**config.mk**
```make
export PLATFORM = sky130hd
export DESIGN_NAME = efc_erase_ctrl
export DESIGN_NICKNAME = d
export VERILOG_FILES = /design/src/rtl/efc_pkg.sv /design/src/rtl/efc_bus_mst.sv /design/src/rtl/efc_stat.sv /design/src/rtl/efc_wdog.sv /design/src/rtl/efc_seq.sv /design/src/rtl/efc_erase_ctrl.sv
export SDC_FILE = /design/constraint.sdc
export NUM_CORES = 1
export LEC_CHECK = 0
export BUFFER_PORTS_ARGS = -buffer_cell sky130_fd_sc_hd__clkbuf_2
export CELL_PAD_IN_SITES_DETAIL_PLACEMENT = 1
export CELL_PAD_IN_SITES_GLOBAL_PLACEMENT = 1
export CORE_MARGIN = 2
export CORE_UTILIZATION = 43
export DETAILED_ROUTE_END_ITERATION = 8
export PLACE_DENSITY_LB_ADDON = 0.08
export SETUP_SLACK_MARGIN = 0.3
export SLEW_MARGIN = 20
export SYNTH_ARGS = -nofsm -noshare
export SYNTH_HDL_FRONTEND = slang
export SYNTH_SLANG_ARGS = --single-unit
```
**constraint.sdc**
```tcl
create_clock -name clk_i -period 4.6 [get_ports clk_i]
set_input_delay 0.69 -clock clk_i [delete_from_list [all_inputs] [get_ports clk_i]]
set_output_delay 0.69 -clock clk_i [all_outputs]
set_load 0.005 [all_outputs]
```
**src/rtl/efc_pkg.sv**
```systemverilog
package efc_pkg;
  localparam int DATA_W = 8;

  localparam logic [DATA_W-1:0] CMD_UNLK1 = 8'hAA;
  localparam logic [DATA_W-1:0] CMD_UNLK2 = 8'h55;
  localparam logic [DATA_W-1:0] CMD_SETUP = 8'h80;
  localparam logic [DATA_W-1:0] CMD_SECT  = 8'h30;
  localparam logic [DATA_W-1:0] CMD_RESET = 8'hF0;

  // status bit positions
  localparam int ST_DONE = 7;
  localparam int ST_TOG  = 6;
  localparam int ST_FAIL = 5;
  localparam int ST_WIN  = 3;

  localparam int ULK_STEPS = 6;

  typedef enum logic [2:0] {
    S_IDLE, S_ULK, S_CHK, S_APP, S_POLL, S_RST, S_FIN
  } seq_state_e;
endpackage

```
**src/rtl/efc_bus_mst.sv**
```systemverilog
module efc_bus_mst
  import efc_pkg::*;
#(
  parameter int ADDR_W = 19
) (
  input  logic              clk_i,
  input  logic              rst_ni,
  input  logic              cmd_valid_i,
  input  logic              cmd_we_i,
  input  logic [ADDR_W-1:0] cmd_addr_i,
  input  logic [DATA_W-1:0] cmd_data_i,
  output logic              cmd_done_o,
  output logic [DATA_W-1:0] cmd_rdata_o,
  output logic              bus_req_o,
  output logic              bus_we_o,
  output logic [ADDR_W-1:0] bus_addr_o,
  output logic [DATA_W-1:0] bus_wdata_o,
  input  logic              bus_ack_i,
  input  logic [DATA_W-1:0] bus_rdata_i
);
  logic              req_q, we_q, done_q;
  logic [ADDR_W-1:0] addr_q;
  logic [DATA_W-1:0] wdata_q, rdata_q;

  always_ff @(posedge clk_i or negedge rst_ni) begin
    if (!rst_ni) begin
      req_q   <= 1'b0;
      we_q    <= 1'b0;
      done_q  <= 1'b0;
      addr_q  <= '0;
      wdata_q <= '0;
      rdata_q <= '0;
    end else begin
      done_q <= 1'b0;
      if (req_q) begin
        if (bus_ack_i) begin
          req_q   <= 1'b0;
          done_q  <= 1'b1;
          rdata_q <= bus_rdata_i;
        end
      end else if (cmd_valid_i && !done_q) begin
        req_q   <= 1'b1;
        we_q    <= cmd_we_i;
        addr_q  <= cmd_addr_i;
        wdata_q <= cmd_data_i;
      end
    end
  end

  assign bus_req_o   = req_q;
  assign bus_we_o    = we_q;
  assign bus_addr_o  = addr_q;
  assign bus_wdata_o = wdata_q;
  assign cmd_done_o  = done_q;
  assign cmd_rdata_o = rdata_q;
endmodule

```
**src/rtl/efc_stat.sv**
```systemverilog
module efc_stat (
  input  logic clk_i,
  input  logic rst_ni,
  input  logic clr_i,
  input  logic smp_i,
  input  logic done_bit_i,
  input  logic tog_bit_i,
  output logic comp_o
);
  logic prev_q, have_q;

  always_ff @(posedge clk_i or negedge rst_ni) begin
    if (!rst_ni) begin
      prev_q <= 1'b0;
      have_q <= 1'b0;
    end else if (clr_i) begin
      have_q <= 1'b0;
    end else if (smp_i) begin
      prev_q <= tog_bit_i;
      have_q <= 1'b1;
    end
  end

  // toggle stopped across two consecutive reads and done bit set
  assign comp_o = have_q && done_bit_i && (tog_bit_i == prev_q);
endmodule

```
**src/rtl/efc_wdog.sv**
```systemverilog
module efc_wdog #(
  parameter int MAX_POLLS = 4096,
  localparam int CW = $clog2(MAX_POLLS + 1)
) (
  input  logic clk_i,
  input  logic rst_ni,
  input  logic clr_i,
  input  logic inc_i,
  output logic last_o
);
  logic [CW-1:0] cnt_q;

  always_ff @(posedge clk_i or negedge rst_ni) begin
    if (!rst_ni)                 cnt_q <= '0;
    else if (clr_i)              cnt_q <= '0;
    else if (inc_i && !last_o)   cnt_q <= cnt_q + 1'b1;
  end

  assign last_o = (cnt_q == CW'(MAX_POLLS - 1));
endmodule

```
**src/rtl/efc_seq.sv**
```systemverilog
module efc_seq
  import efc_pkg::*;
#(
  parameter int ADDR_W   = 19,
  parameter int MAX_SECT = 8,
  parameter int CNT_W    = 4,
  parameter logic [ADDR_W-1:0] UNLK_A1 = 'h555,
  parameter logic [ADDR_W-1:0] UNLK_A2 = 'h2AA
) (
  input  logic              clk_i,
  input  logic              rst_ni,
  input  logic              start_i,
  input  logic [CNT_W-1:0]  sect_cnt_i,
  input  logic [ADDR_W-1:0] sect_addr_i [MAX_SECT],
  output logic              cmd_valid_o,
  output logic              cmd_we_o,
  output logic [ADDR_W-1:0] cmd_addr_o,
  output logic [DATA_W-1:0] cmd_data_o,
  input  logic              cmd_done_i,
  input  logic              st_win_i,
  input  logic              st_fail_i,
  input  logic              stat_comp_i,
  output logic              stat_clr_o,
  output logic              stat_smp_o,
  output logic              wd_clr_o,
  output logic              wd_inc_o,
  input  logic              wd_last_i,
  output logic              busy_o,
  output logic              done_o,
  output logic              error_o
);
  seq_state_e        state_q;
  logic [2:0]        step_q;
  logic [CNT_W-1:0]  cnt_q, idx_q;
  logic              pend_q, err_q, retry_q;
  logic [ADDR_W-1:0] sect_q [MAX_SECT];
  logic [ADDR_W-1:0] cur_sect;

  always_comb begin
    cur_sect = sect_q[0];
    for (int i = 0; i < MAX_SECT; i++)
      if (idx_q == CNT_W'(i)) cur_sect = sect_q[i];
  end

  always_comb begin
    cmd_valid_o = !pend_q && (state_q inside {S_ULK, S_CHK, S_APP, S_POLL, S_RST});
    cmd_we_o    = !(state_q inside {S_CHK, S_POLL});
    cmd_addr_o  = sect_q[0];
    cmd_data_o  = CMD_SECT;
    unique case (state_q)
      S_ULK: begin
        unique case (step_q)
          3'd0, 3'd3: begin cmd_addr_o = UNLK_A1; cmd_data_o = CMD_UNLK1; end
          3'd1, 3'd4: begin cmd_addr_o = UNLK_A2; cmd_data_o = CMD_UNLK2; end
          3'd2:       begin cmd_addr_o = UNLK_A1; cmd_data_o = CMD_SETUP; end
          default:    begin cmd_addr_o = sect_q[0]; cmd_data_o = CMD_SECT; end
        endcase
      end
      S_APP:   cmd_addr_o = cur_sect;
      S_RST:   begin cmd_addr_o = UNLK_A1; cmd_data_o = CMD_RESET; end
      default: ;
    endcase
  end

  assign stat_clr_o = (state_q != S_POLL);
  assign wd_clr_o   = (state_q != S_POLL);
  assign stat_smp_o = (state_q == S_POLL) && cmd_done_i;
  assign wd_inc_o   = (state_q == S_POLL) && cmd_done_i;

  always_ff @(posedge clk_i or negedge rst_ni) begin
    if (!rst_ni) begin
      state_q <= S_IDLE;
      step_q  <= '0;
      cnt_q   <= '0;
      idx_q   <= '0;
      pend_q  <= 1'b0;
      err_q   <= 1'b0;
      retry_q <= 1'b0;
      for (int i = 0; i < MAX_SECT; i++) sect_q[i] <= '0;
    end else begin
      if (cmd_valid_o)     pend_q <= 1'b1;
      else if (cmd_done_i) pend_q <= 1'b0;
      if (state_q != S_POLL) retry_q <= 1'b0;

      unique case (state_q)
        S_IDLE: if (start_i) begin
          err_q  <= 1'b0;
          step_q <= '0;
          cnt_q  <= (sect_cnt_i > CNT_W'(MAX_SECT)) ? CNT_W'(MAX_SECT) : sect_cnt_i;
          for (int i = 0; i < MAX_SECT; i++) sect_q[i] <= sect_addr_i[i];
          if (sect_cnt_i == '0) begin
            err_q   <= 1'b1;
            state_q <= S_FIN;
          end else begin
            state_q <= S_ULK;
          end
        end
        S_ULK: if (cmd_done_i) begin
          if (step_q == 3'(ULK_STEPS - 1)) begin
            idx_q   <= CNT_W'(1);
            state_q <= (cnt_q > CNT_W'(1)) ? S_CHK : S_POLL;
          end else begin
            step_q <= step_q + 3'd1;
          end
        end
        S_CHK: if (cmd_done_i) begin
          if (st_win_i) begin
            err_q   <= 1'b1;  // remaining sectors not loaded
            state_q <= S_POLL;
          end else begin
            state_q <= S_APP;
          end
        end
        S_APP: if (cmd_done_i) begin
          idx_q   <= idx_q + 1'b1;
          state_q <= (idx_q + 1'b1 < cnt_q) ? S_CHK : S_POLL;
        end
        S_POLL: if (cmd_done_i) begin
          if (stat_comp_i)    state_q <= S_FIN;
          else if (retry_q)   state_q <= S_RST;
          else if (st_fail_i) retry_q <= 1'b1;
          else if (wd_last_i) state_q <= S_RST;
        end
        S_RST: if (cmd_done_i) begin
          err_q   <= 1'b1;
          state_q <= S_FIN;
        end
        S_FIN:   state_q <= S_IDLE;
        default: state_q <= S_IDLE;
      endcase
    end
  end

  assign busy_o  = (state_q != S_IDLE);
  assign done_o  = (state_q == S_FIN);
  assign error_o = err_q;
endmodule

```
**src/rtl/efc_erase_ctrl.sv**
```systemverilog
module efc_erase_ctrl
  import efc_pkg::*;
#(
  parameter int ADDR_W    = 19,
  parameter int MAX_SECT  = 8,
  parameter int MAX_POLLS = 4096,
  parameter logic [ADDR_W-1:0] UNLK_A1 = 'h555,
  parameter logic [ADDR_W-1:0] UNLK_A2 = 'h2AA,
  localparam int CNT_W = $clog2(MAX_SECT + 1) + 1
) (
  input  logic                       clk_i,
  input  logic                       rst_ni,
  input  logic                       start_i,
  input  logic [CNT_W-1:0]           sect_cnt_i,
  input  logic [MAX_SECT*ADDR_W-1:0] sect_addr_i,
  output logic                       busy_o,
  output logic                       done_o,
  output logic                       error_o,
  output logic                       bus_req_o,
  output logic                       bus_we_o,
  output logic [ADDR_W-1:0]          bus_addr_o,
  output logic [7:0]                 bus_wdata_o,
  input  logic                       bus_ack_i,
  input  logic [7:0]                 bus_rdata_i
);
  logic [ADDR_W-1:0] sect_arr [MAX_SECT];
  logic              cmd_valid, cmd_we, cmd_done;
  logic [ADDR_W-1:0] cmd_addr;
  logic [DATA_W-1:0] cmd_data, rd_data;
  logic              stat_clr, stat_smp, stat_comp;
  logic              wd_clr, wd_inc, wd_last;
  logic              unused_rd;

  for (genvar g = 0; g < MAX_SECT; g++) begin : g_sect
    assign sect_arr[g] = sect_addr_i[g*ADDR_W +: ADDR_W];
  end

  assign unused_rd = ^{rd_data[4], rd_data[2:0]};

  efc_seq #(
    .ADDR_W(ADDR_W), .MAX_SECT(MAX_SECT), .CNT_W(CNT_W),
    .UNLK_A1(UNLK_A1), .UNLK_A2(UNLK_A2)
  ) u_seq (
    .clk_i, .rst_ni, .start_i,
    .sect_cnt_i, .sect_addr_i(sect_arr),
    .cmd_valid_o(cmd_valid), .cmd_we_o(cmd_we),
    .cmd_addr_o(cmd_addr), .cmd_data_o(cmd_data),
    .cmd_done_i(cmd_done),
    .st_win_i(rd_data[ST_WIN]), .st_fail_i(rd_data[ST_FAIL]),
    .stat_comp_i(stat_comp), .stat_clr_o(stat_clr), .stat_smp_o(stat_smp),
    .wd_clr_o(wd_clr), .wd_inc_o(wd_inc), .wd_last_i(wd_last),
    .busy_o, .done_o, .error_o
  );

  efc_bus_mst #(.ADDR_W(ADDR_W)) u_bus (
    .clk_i, .rst_ni,
    .cmd_valid_i(cmd_valid), .cmd_we_i(cmd_we),
    .cmd_addr_i(cmd_addr), .cmd_data_i(cmd_data),
    .cmd_done_o(cmd_done), .cmd_rdata_o(rd_data),
    .bus_req_o, .bus_we_o, .bus_addr_o, .bus_wdata_o,
    .bus_ack_i, .bus_rdata_i
  );

  efc_stat u_stat (
    .clk_i, .rst_ni,
    .clr_i(stat_clr), .smp_i(stat_smp),
    .done_bit_i(rd_data[ST_DONE]), .tog_bit_i(rd_data[ST_TOG]),
    .comp_o(stat_comp)
  );

  efc_wdog #(.MAX_POLLS(MAX_POLLS)) u_wdog (
    .clk_i, .rst_ni,
    .clr_i(wd_clr), .inc_i(wd_inc), .last_o(wd_last)
  );
endmodule

```
==> reports/qor.csv <==
metric,value,unit
antenna_found_initial,0,
yosys.area.top_type,dfrtp_1,
drt_first_pass_iters,5,
worst-endpoint-arrival,3.61,ns
die_area,0.0270,mm²
ctsHoldBuffers,0,
synth_top_family_by_area,simple AND/OR/NAND/NOR gates,
n_antenna_cell,0,
p_leak,0.00654,µW
cts_tree,done,
worst_slew_pin_slew,1.02,ns
irDropWorstVdd,0.303,mV
synth_edf_count,0,
synth_compound_area_frac,0.157,
final_cells,1822,
io_pins,201,
nNetsFinal,1654,
finalPower,8100,µW
yosysUniqueCellTypes,76,
synth.ff_latch_count,218,
yosys_most_used_dff,dfrtp_1,
numClockSinks,218,
routed_wl,37500,µm
insertion_delay,0.54,ns
routedWlPerCell,20.6,µm
synth_fa_ha_area_frac,0.0159,
cts_buffers,27,
cts_root_buf,clkbuf_16,
post-route-min-period,3.15,ns
synth_mux_area_frac,0.0162,
start_util,0.439,
rsz0062_at_grt,false,
synthXorXnorAreaFrac,0.0103,
synth-simple-area-share,0.260,
synth_most_common_cell,nand2_1,
drc,0,
cts_buffer_depth,3,
viasPerCell,5.62,
post-route-period-util,0.685,
ys_warn_count,0,
rows,58,
vias,10200,
place_inst,1772,
grt_max_degree,130,
antenna_left,0,
end_kind,register,
dpl.hpwl,27200,µm
worst-setup-path-type,reg -> reg,
netlist_top_cells_area,"dfrtp_1 49%, nand2_1 17%, a21oi_1 3.0%, o21ai_0 2.5%, nor2_1 2.1%",
routabilityCongestion,0.898,
core,0.0252,mm²
timing.max_cap.violations,0,
overflow,0,
io_buffers,196,
fin_tns_setup,0,ns
fmax,317,MHz
critPathLaunchType,register,
grt_pass1_wl,58900,µm
syn_nets,1497,
seq_area_frac_synth,0.494,
cts_setup_buffers,0,
layout-drive-gt1-share,0.191,
cts_resized,0,
die_h,164,µm
area_growth,19.2,%
design_area,0.0132,mm²
grt_pass1_vias,10500,
syn_inst,1314,
crit_path_max_fanout,17,
htreeDepth,1,
dpl_worst_slack,1.50,ns
maxSlewViolCount,0,
final-setup-viol-count,0,
yosysTopAreaCellShare,0.494,
fin_ws,1.45,ns
avgSynthCellArea,8.41,µm²
clk_pin_slew_worst_paths,0.06,ns
dpl_cell_area,0.0122,mm²
max_slew_margin,0.322,
postSynth.asyncResetShare,1.00,
grt_use_total,0.284,
netlist_area,0.0110,mm²
dieWidth,164,µm
worstPathRequired,5.06,ns
run_status,"finished, final reports clean",
p_per_area,615,mW/mm²
hold_viol_final,0,
synthTopCellsByCount,"495 x nand2_1, 218 x dfrtp_1, 66 x a21oi_1, 62 x nor2_1, 56 x o21ai_0",
finClkSkew,0.0219,ns
drtIter0Drc,743,
min_path_type,in -> async,
==> cells in the final DEF, fill, tap and decap left out, drive strengths merged, types with 8 or more instances in the layout <==
cell type	Yosys	final
ha	14	14
clkbuf	43	227
nor2b	10	10
nor3	15	15
o21ai	57	57
o221ai	12	12
a21oi	66	66
nor2	65	65
nand2	495	495
a31oi	18	18
o22ai	19	19
inv	27	30
dfrtp	218	218
and3	10	10
buf	43	19
o211ai	12	12
nand3	20	20
xor2	8	8
mux2i	10	10
==> metal layers <==
layer | global-route usage | vias to the layer above | wire, µm
met2 | 0.448 | 341 | 16700
met3 | 0.0364 | 58 | 2300
met1 | 0.409 | 5065 | 17200
met5 | 0 | - | 0
li1 | - | 4777 | -
met4 | 0.0841 | 0 | 1270
==> worst paths after layout <==
kind / end / slack, ns / cells after the start / start
setup / recovery: u_bus.bus_addr_o[6] / 1.45 / 6 / u_seq.idx_q[0]
hold / removal: u_wdog.cnt_q[8] / 0.22 / 1 / rst_ni
setup reg to reg: u_bus.bus_addr_o[6] / 1.45 / 6 / u_seq.idx_q[0]
hold reg to reg: u_seq.sect_q[23] / 0.48 / 2 / u_seq.sect_q[23]
max in group asynchronous: u_bus.bus_wdata_o[5] / 3.24 / 2 / rst_ni
min in group clk_i: u_seq.sect_q[83] / 0.34 / 3 / sect_addr_i[64]
==> critical path, stage by stage, from the launching register on <==
cell and delay [ns]:
dfrtp_1 0.47, ha_1 0.65, inv_1 0.42, nor2_1 0.50, a21oi_1 0.11, a221oi_1 0.67
a221o_1 0.24
==> sequential cells by signal, indices dropped and copies added (netlist names), 3 cells and up <==
register / cells
u_seq.sect_q: 152
u_seq.cnt_q: 5
u_wdog.cnt_q: 13
u_bus.bus_addr_o: 19
u_bus.bus_wdata_o: 6
u_seq.step_q: 3
u_bus.cmd_rdata_o: 4
u_seq.state_q: 3
u_seq.idx_q: 5
==> per-stage QoR <==
step	hold slack (ns)	util
floorplan	0.394	-
global placement	0.457	0.485
global route	0.333	0.523
detailed placement	0.463	0.485
CTS	0.326	0.523
finish	0.223	0.523
==> kinds of logic (layout without fill, tap and decap cells) <==
group,Yosys count,count (layout)
adders and majority gates,14,14
muxes,17,17
xor gates and xnor gates,13,13
AOI/OAI and AO/OA,266,266
and+or+nand+nor,672,672
buffers and inverters,114,292
DFF,218,218
==> final cells by class <==
class / count / area [µm²]
fillers: 3092 / 12000
clock buffers: 32 / 724
flip-flops and latches: 218 / 5460
repair buffers: 214 / 1140
multi-input cells: 982 / 5100
well taps: 330 / 413
inverters: 28 / 105
clock inverters: 18 / 236
==> where the power goes <==
group | internal, µW | switching (µW) | total (µW)
combinational | 885 | 1480 | 2370
sequential | 2690 | 746 | 3440
clock | 1410 | 883 | 2290
Note: power is estimated with default switching activity, not from simulation.
